===== src/rtl/phy_wr_bridge.sv =====
module phy_wr_bridge #(
  parameter int ADDR_W = 6,
  parameter int DATA_W = 8
) (
  input  logic              clk,
  input  logic              rst,
  input  logic              host_we,
  input  logic [31:0]       host_wdata,
  output logic [31:0]       host_rdata,
  output logic              phy_wr_strb,
  output logic [ADDR_W-1:0] phy_addr,
  output logic [DATA_W-1:0] phy_data,
  input  logic              phy_ready
);
  localparam int DATA_LSB = 8;
  localparam int REQ_BIT  = 24;
  localparam int ACK_BIT  = 26;
  localparam logic [31:0] FIELD_MASK = ((32'd1 << ADDR_W) - 32'd1)
                                     | (((32'd1 << DATA_W) - 32'd1) << DATA_LSB)
                                     | (32'd1 << REQ_BIT);

  typedef enum logic [2:0] {IDLE, WRITE, WAIT_READY, ACK, WAIT_REQ_LOW} st_t;
  st_t st;

  logic [ADDR_W-1:0] addr_q;
  logic [DATA_W-1:0] data_q;
  logic              req_q;
  logic              ack;
  logic              start;
  logic              unused_wr;

  assign ack         = (st == ACK) || (st == WAIT_REQ_LOW);
  assign start       = host_we && host_wdata[REQ_BIT] && (st == IDLE);
  assign phy_wr_strb = (st == WRITE);
  assign unused_wr   = ^(host_wdata & ~FIELD_MASK);

  always_comb begin
    host_rdata                        = '0;
    host_rdata[ADDR_W-1:0]            = addr_q;
    host_rdata[DATA_LSB +: DATA_W]    = data_q;
    host_rdata[REQ_BIT]               = req_q;
    host_rdata[ACK_BIT]               = ack;
  end

  always_ff @(posedge clk) begin
    if (rst) begin
      addr_q   <= '0;
      data_q   <= '0;
      req_q    <= 1'b0;
      phy_addr <= '0;
      phy_data <= '0;
      st       <= IDLE;
    end else begin
      if (host_we) begin
        addr_q <= host_wdata[ADDR_W-1:0];
        data_q <= host_wdata[DATA_LSB +: DATA_W];
        req_q  <= host_wdata[REQ_BIT];
      end
      if (start) begin
        phy_addr <= host_wdata[ADDR_W-1:0];
        phy_data <= host_wdata[DATA_LSB +: DATA_W];
      end
      case (st)
        IDLE:         if (start) st <= WRITE;
        WRITE:        st <= WAIT_READY;
        WAIT_READY:   if (phy_ready) st <= ACK;
        ACK,
        WAIT_REQ_LOW: st <= req_q ? WAIT_REQ_LOW : IDLE;
        default:      st <= IDLE;
      endcase
    end
  end
endmodule



===== config.mk =====
export PLATFORM = sky130hd
export DESIGN_NAME = phy_wr_bridge
export DESIGN_NICKNAME = d
export VERILOG_FILES = /design/src/rtl/phy_wr_bridge.sv
export SDC_FILE = /design/constraint.sdc
export NUM_CORES = 1
export LEC_CHECK = 0
export ABC_AREA = 1
export ABC_CLOCK_PERIOD_IN_PS = 1300
export BUFFER_PORTS_ARGS = -buffer_cell sky130_fd_sc_hd__buf_2
export CAP_MARGIN = 20
export CORE_ASPECT_RATIO = 0.9
export CORE_MARGIN = 2
export CORE_UTILIZATION = 30
export DETAILED_ROUTE_END_ITERATION = 8
export MAX_ROUTING_LAYER = met4
export PLACE_DENSITY = 0.56
export SLEW_MARGIN = 15
export SYNTH_ARGS = -nofsm -noshare
export SYNTH_HDL_FRONTEND = slang
export SYNTH_SLANG_ARGS = --single-unit

===== constraint.sdc =====
create_clock -name clk -period 1.3 [get_ports clk]
set_input_delay 0.065 -clock clk [delete_from_list [all_inputs] [get_ports clk]]
set_output_delay 0.065 -clock clk [all_outputs]
set_load 0.03 [all_outputs]

=== After elaboration in Yosys (flattened, before gate mapping) ===
Cells that the tools add are included.

* Equality and inequality tests: 6
* Mux-type cells: 4
* Reductions and logical operators: 6

{| class="wikitable"
|+ Operators with widths
! cell !! count
|-
| one-hot mux 3 bit (4 select lines) || 1
|-
| 2-to-1 mux 3 bit || 3
|-
| == test 3 x 2 -> 1 bit, second input constant || 2
|-
| inequality test 2 bit, second input constant || 2
|-
| == test 3 x 1 -> 1 bit, second input constant || 1
|-
| == test 3 bit, second input constant || 1
|-
| zero test 3 bit || 1
|-
| logical AND 1 bit || 2
|-
| AND reduction 2 bit || 1
|-
| OR reduction 2 bit || 1
|-
| logical OR 1 bit || 1
|}

* Register bits after elaboration: 32
* Input port bits: 36

=== Depth between registers and ports, before layout ===
* Depth after elaboration: 4
* Depth in mapped cells: 6
* Gate-level depth less buffers: 5

=== Worst setup path after synthesis ===
OpenSTA, ideal clock, no wires.

* Path type: reg-to-output
* Start point: register st[0]
* End point: output port phy_wr_strb
* Arrival: 1.087 ns
* Data required time: 1.235 ns
* Setup slack: 0.148 ns
* Stages on the path, launching flop included: 2
* Path through: dfxtp_1 > nor3b_1

* Word-level cells in the longest chain between the ends: 1

{| class="wikitable"
|+ Ends and longest elaborated chain
! item !! RTL line !! text
|-
| from (decl) || 23 || <nowiki>st_t st;</nowiki>
|-
| from (signal assigned) || 68 || <nowiki>WAIT_REQ_LOW: st <= req_q ? WAIT_REQ_LOW : IDLE;</nowiki>
|-
| == test 3 x 1 -> 1 bit || 34 || <nowiki>assign phy_wr_strb = (st == WRITE);</nowiki>
|-
| to (decl) || 10 || <nowiki>output logic phy_wr_strb,</nowiki>
|}

No other way between the ends.

=== Worst setup path after layout ===
* Start point: register st[1]
* End point: output port host_rdata[26]

* Word-level cells in the longest chain between the ends: 2
* Elaborated cells between the ends (all ways): 3
* Those cells by class: eq/ne (2); reduce/logical (1)

{| class="wikitable"
|+ Ends and longest elaborated chain
! item !! RTL line !! text
|-
| == test 3 x 2 -> 1 bit / == test 3 bit (equally long branches) || 32 || <nowiki>assign ack = (st == ACK) || (st == WAIT_REQ_LOW);</nowiki>
|-
| logical OR 1 bit * || 32 ||
|-
| to (decl) || 9 || <nowiki>output logic [31:0] host_rdata,</nowiki>
|}

Mark *: on every way between the ends. The rest lies on a longest branch, timed or not.

==> results.toml <==
[critical_path]
path_cells = "nor2_1 -> nand2_1 -> nand2_1 -> buf_2"
end_kind = "primary output"
crit_top_cell = "nand2_1"
cp-start-kind = "flop"
max_stage_delay_ps = 370
slowest_stage = "dfxtp_1"
critPathKind = "reg2out"
worst-path-buf-inv = 1
cp_data_arrival_time_ps = 1140
crit_family = "flip-flops"
crit_fanout = 6
worstReg2RegStart = "st[1]$_SDFFE_PP0P_"
worst-endpoint-required_ps = 1240
r2r-end = "phy_data[5]$_SDFFE_PP0P_"
r2r_slack_ps = 270
reg2reg_depth = 5

[yosys]
yosysTopAreaCell = "dfxtp_1"
yosysMostFrequentCell = "dfxtp_1"
synthArstFlopShare = 0
ys_seq_area_frac = 0.466
synth.area.top_cells = "dfxtp_1 47%, a21oi_1 11%, buf_4 10%"
yosys-top-cells-count = "32 x dfxtp_1, 29 x a21oi_1, 22 x nand2_1, 22 x nor2_1, 19 x buf_4"
syn_area_per_cell_um2 = 7.51
ys.flop_type = "dfxtp_1"
synth_top_area_frac = 0.466
synth_warnings = 0
synth-seq-cells = 32
syn_inst = 183
synth.distinct_cells = 15
synth_edf_count = 0
syn_area_um2 = 1380

[global_routing]
grt_use_total = 0.127
grt_start_max_net_pins = 30
grt_pass1_vias = 1026
busiest_layer = "met2"
grt_first_pass_wirelength_um = 4720
grt_use_met2 = 0.186
use_met3 = 0.0412
antenna_found_initial = 0
grt_overflow = 0
grt_use_met1 = 0.162

[power]
powerDensity_nw_per_um2 = 1540
vdd.ir_drop.worst_v = 0.000723
power.leakage_nw = 0.915

[timing]
setup_violations = 0
final_hold_viol_count = 0
final.period_utilization = 0.925
fmax_mhz = 832
fin_setup_tns_ps = 0
rsz0062_at_grt = "no"
fin_skew_ps = 7.13
period_minus_slack_ps = 1200
hold_ws_ps = 35.8
finalMaxSlewViolations = 0

[run]
max-cap-violations = 0

[cts]
cts_buffers = 5
cts_root_buffer = "clkbuf_8"
cts_max_level = 2
postCtsSetupRepairBufs = 0
hold_buffers = 1
ctsResizeCount = 0
cts_tree = "built"
insertion_delay_ps = 280
path_clk_slew_ps = 70
cts.path.max_buffers = 2
cts.sinks = 32

[placed_design]
dp_hpwl_um = 2070
numPortBuffers = 49
gp_congestion = 0.655

[layout]
num_antenna_cells = 0
drive_gt1_frac = 0.283
area_delta_synth_final_pct = 27.1
nets = 268

[detailed_routing]
via_count = 1237
dr.first_iter.drc_count = 63
drt-pass1-iter-count = 4
postRouteAntennaNets = 0
drt_wl_total_um = 2950
routed_via_density = 4.19
drc_errors = 0
wl_per_cell_um = 9.99

[floorplan]
start_util = 0.310
die_area_um2 = 5140
rows = 23
pin_count = 83
die_w_um = 75.4
core_area_um2 = 4430
fp.dieH_um = 68.2

[min_path]
hold_path_class = "in2reg"
worstHoldStart = "host_wdata[8]"
holdPathStages = 3
min_to = "data_q[0]$_SDFFE_PP0P_"

[status]
status = "finished clean"
how the worst max path moves through the flow:
| stage | from | to | slack, ps | cells past startpoint |
|---|---|---|---|---|
| finish | st[1]$_SDFFE_PP0P_ | host_rdata[26] | 100 | 4 |
| detailed placement | st[1]$_SDFFE_PP0P_ | phy_data[5]$_SDFFE_PP0P_ | 290 | 5 |
| global route | st[1]$_SDFFE_PP0P_ | host_rdata[26] | 20 | 4 |
| floorplan | st[0]$_SDFFE_PP0P_ | phy_wr_strb | 150 | 1 |
| CTS | st[1]$_SDFFE_PP0P_ | host_rdata[26] | 80 | 4 |
| global placement | st[1]$_SDFFE_PP0P_ | phy_data[6]$_SDFFE_PP0P_ | 300 | 5 |
sequential cells by signal (all words and copies together), names as in the netlist:
register and count:
data_q 8, addr_q 6, phy_addr 6, phy_data 8, st 3, req_q 1
metal layers:
| layer | up-vias | part of all wire |
|---|---|---|
| met2 | 42 | 0.43 |
| li1 | 652 | - |
| met1 | 535 | 0.49 |
| met4 | 0 | 0.014 |
| met5 | - | 0 |
| met3 | 8 | 0.065 |
power breakdown:
| group | switching [W] | internal [W] |
|---|---|---|
| Sequential | 0.0000422 | 0.00106 |
| Clock | 0.000358 | 0.000676 |
| Combinational | 0.000394 | 0.000160 |
cells by family (layout without fill, tap and decap cells):
group	count (synthesis)	in the layout	synth area share
flops	32	32	0.466
buf+inv	46	81	0.189
compound gates	43	43	0.157
simple gates	61	61	0.186
other cells	1	16	0.00273
final cells by class:
| cell class | instances | area [um^2] |
|---|---|---|
| Sequential cell | 32 | 641 |
| Multi-Input combinational cell | 120 | 536 |
| Inverter | 16 | 60.1 |
| Clock buffer | 7 | 96.3 |
| Timing Repair Buffer | 57 | 308 |
| Fill cell | 489 | 2680 |
| Tap cell | 62 | 77.6 |
| Clock inverter | 1 | 30.0 |
through the flow:
step | instance area, um^2 | power (W) | util | setup slack, ps | cells
2_1_floorplan | 1430 | 0.00157 | - | 148 | 198
5_1_grt | 1750 | 0.00284 | 0.394 | 22.9 | 295
6_report | 1750 | 0.00269 | 0.394 | 97.8 | 295
3_3_place_gp | 1610 | 0.00167 | 0.364 | 297 | 286
4_1_cts | 1750 | 0.00273 | 0.394 | 80.0 | 295
3_5_place_dp | 1610 | 0.00168 | 0.364 | 294 | 286
worst register-to-register path: stages (launching register included):
cell and delay, ps:
dfxtp_1 370, nor2_2 150, buf_4 210, nand3_1 100, nand2_1 70, nor2_1 40
cell usage in the layout, fill, tap and decap left out:
cell type      synthesis  routed
inv_1                 16      16
nand2_1               22      22
buf_4                 19       7
clkbuf_8               0       7
nor3b_1                1       1
nor3_1                 1       1
nor2_2                 0       2
nor2_1                22      20
bufinv_16              0       1
dfxtp_1               32      32
nand3_1               14      14
a21oi_1               29      29
buf_2                  7      49
conb_1                 1      16
dlygate4sd3_1          0       1
nand3b_1               1       1
o21ai_0               14      14
Note: power is estimated with default switching activity, not from simulation.
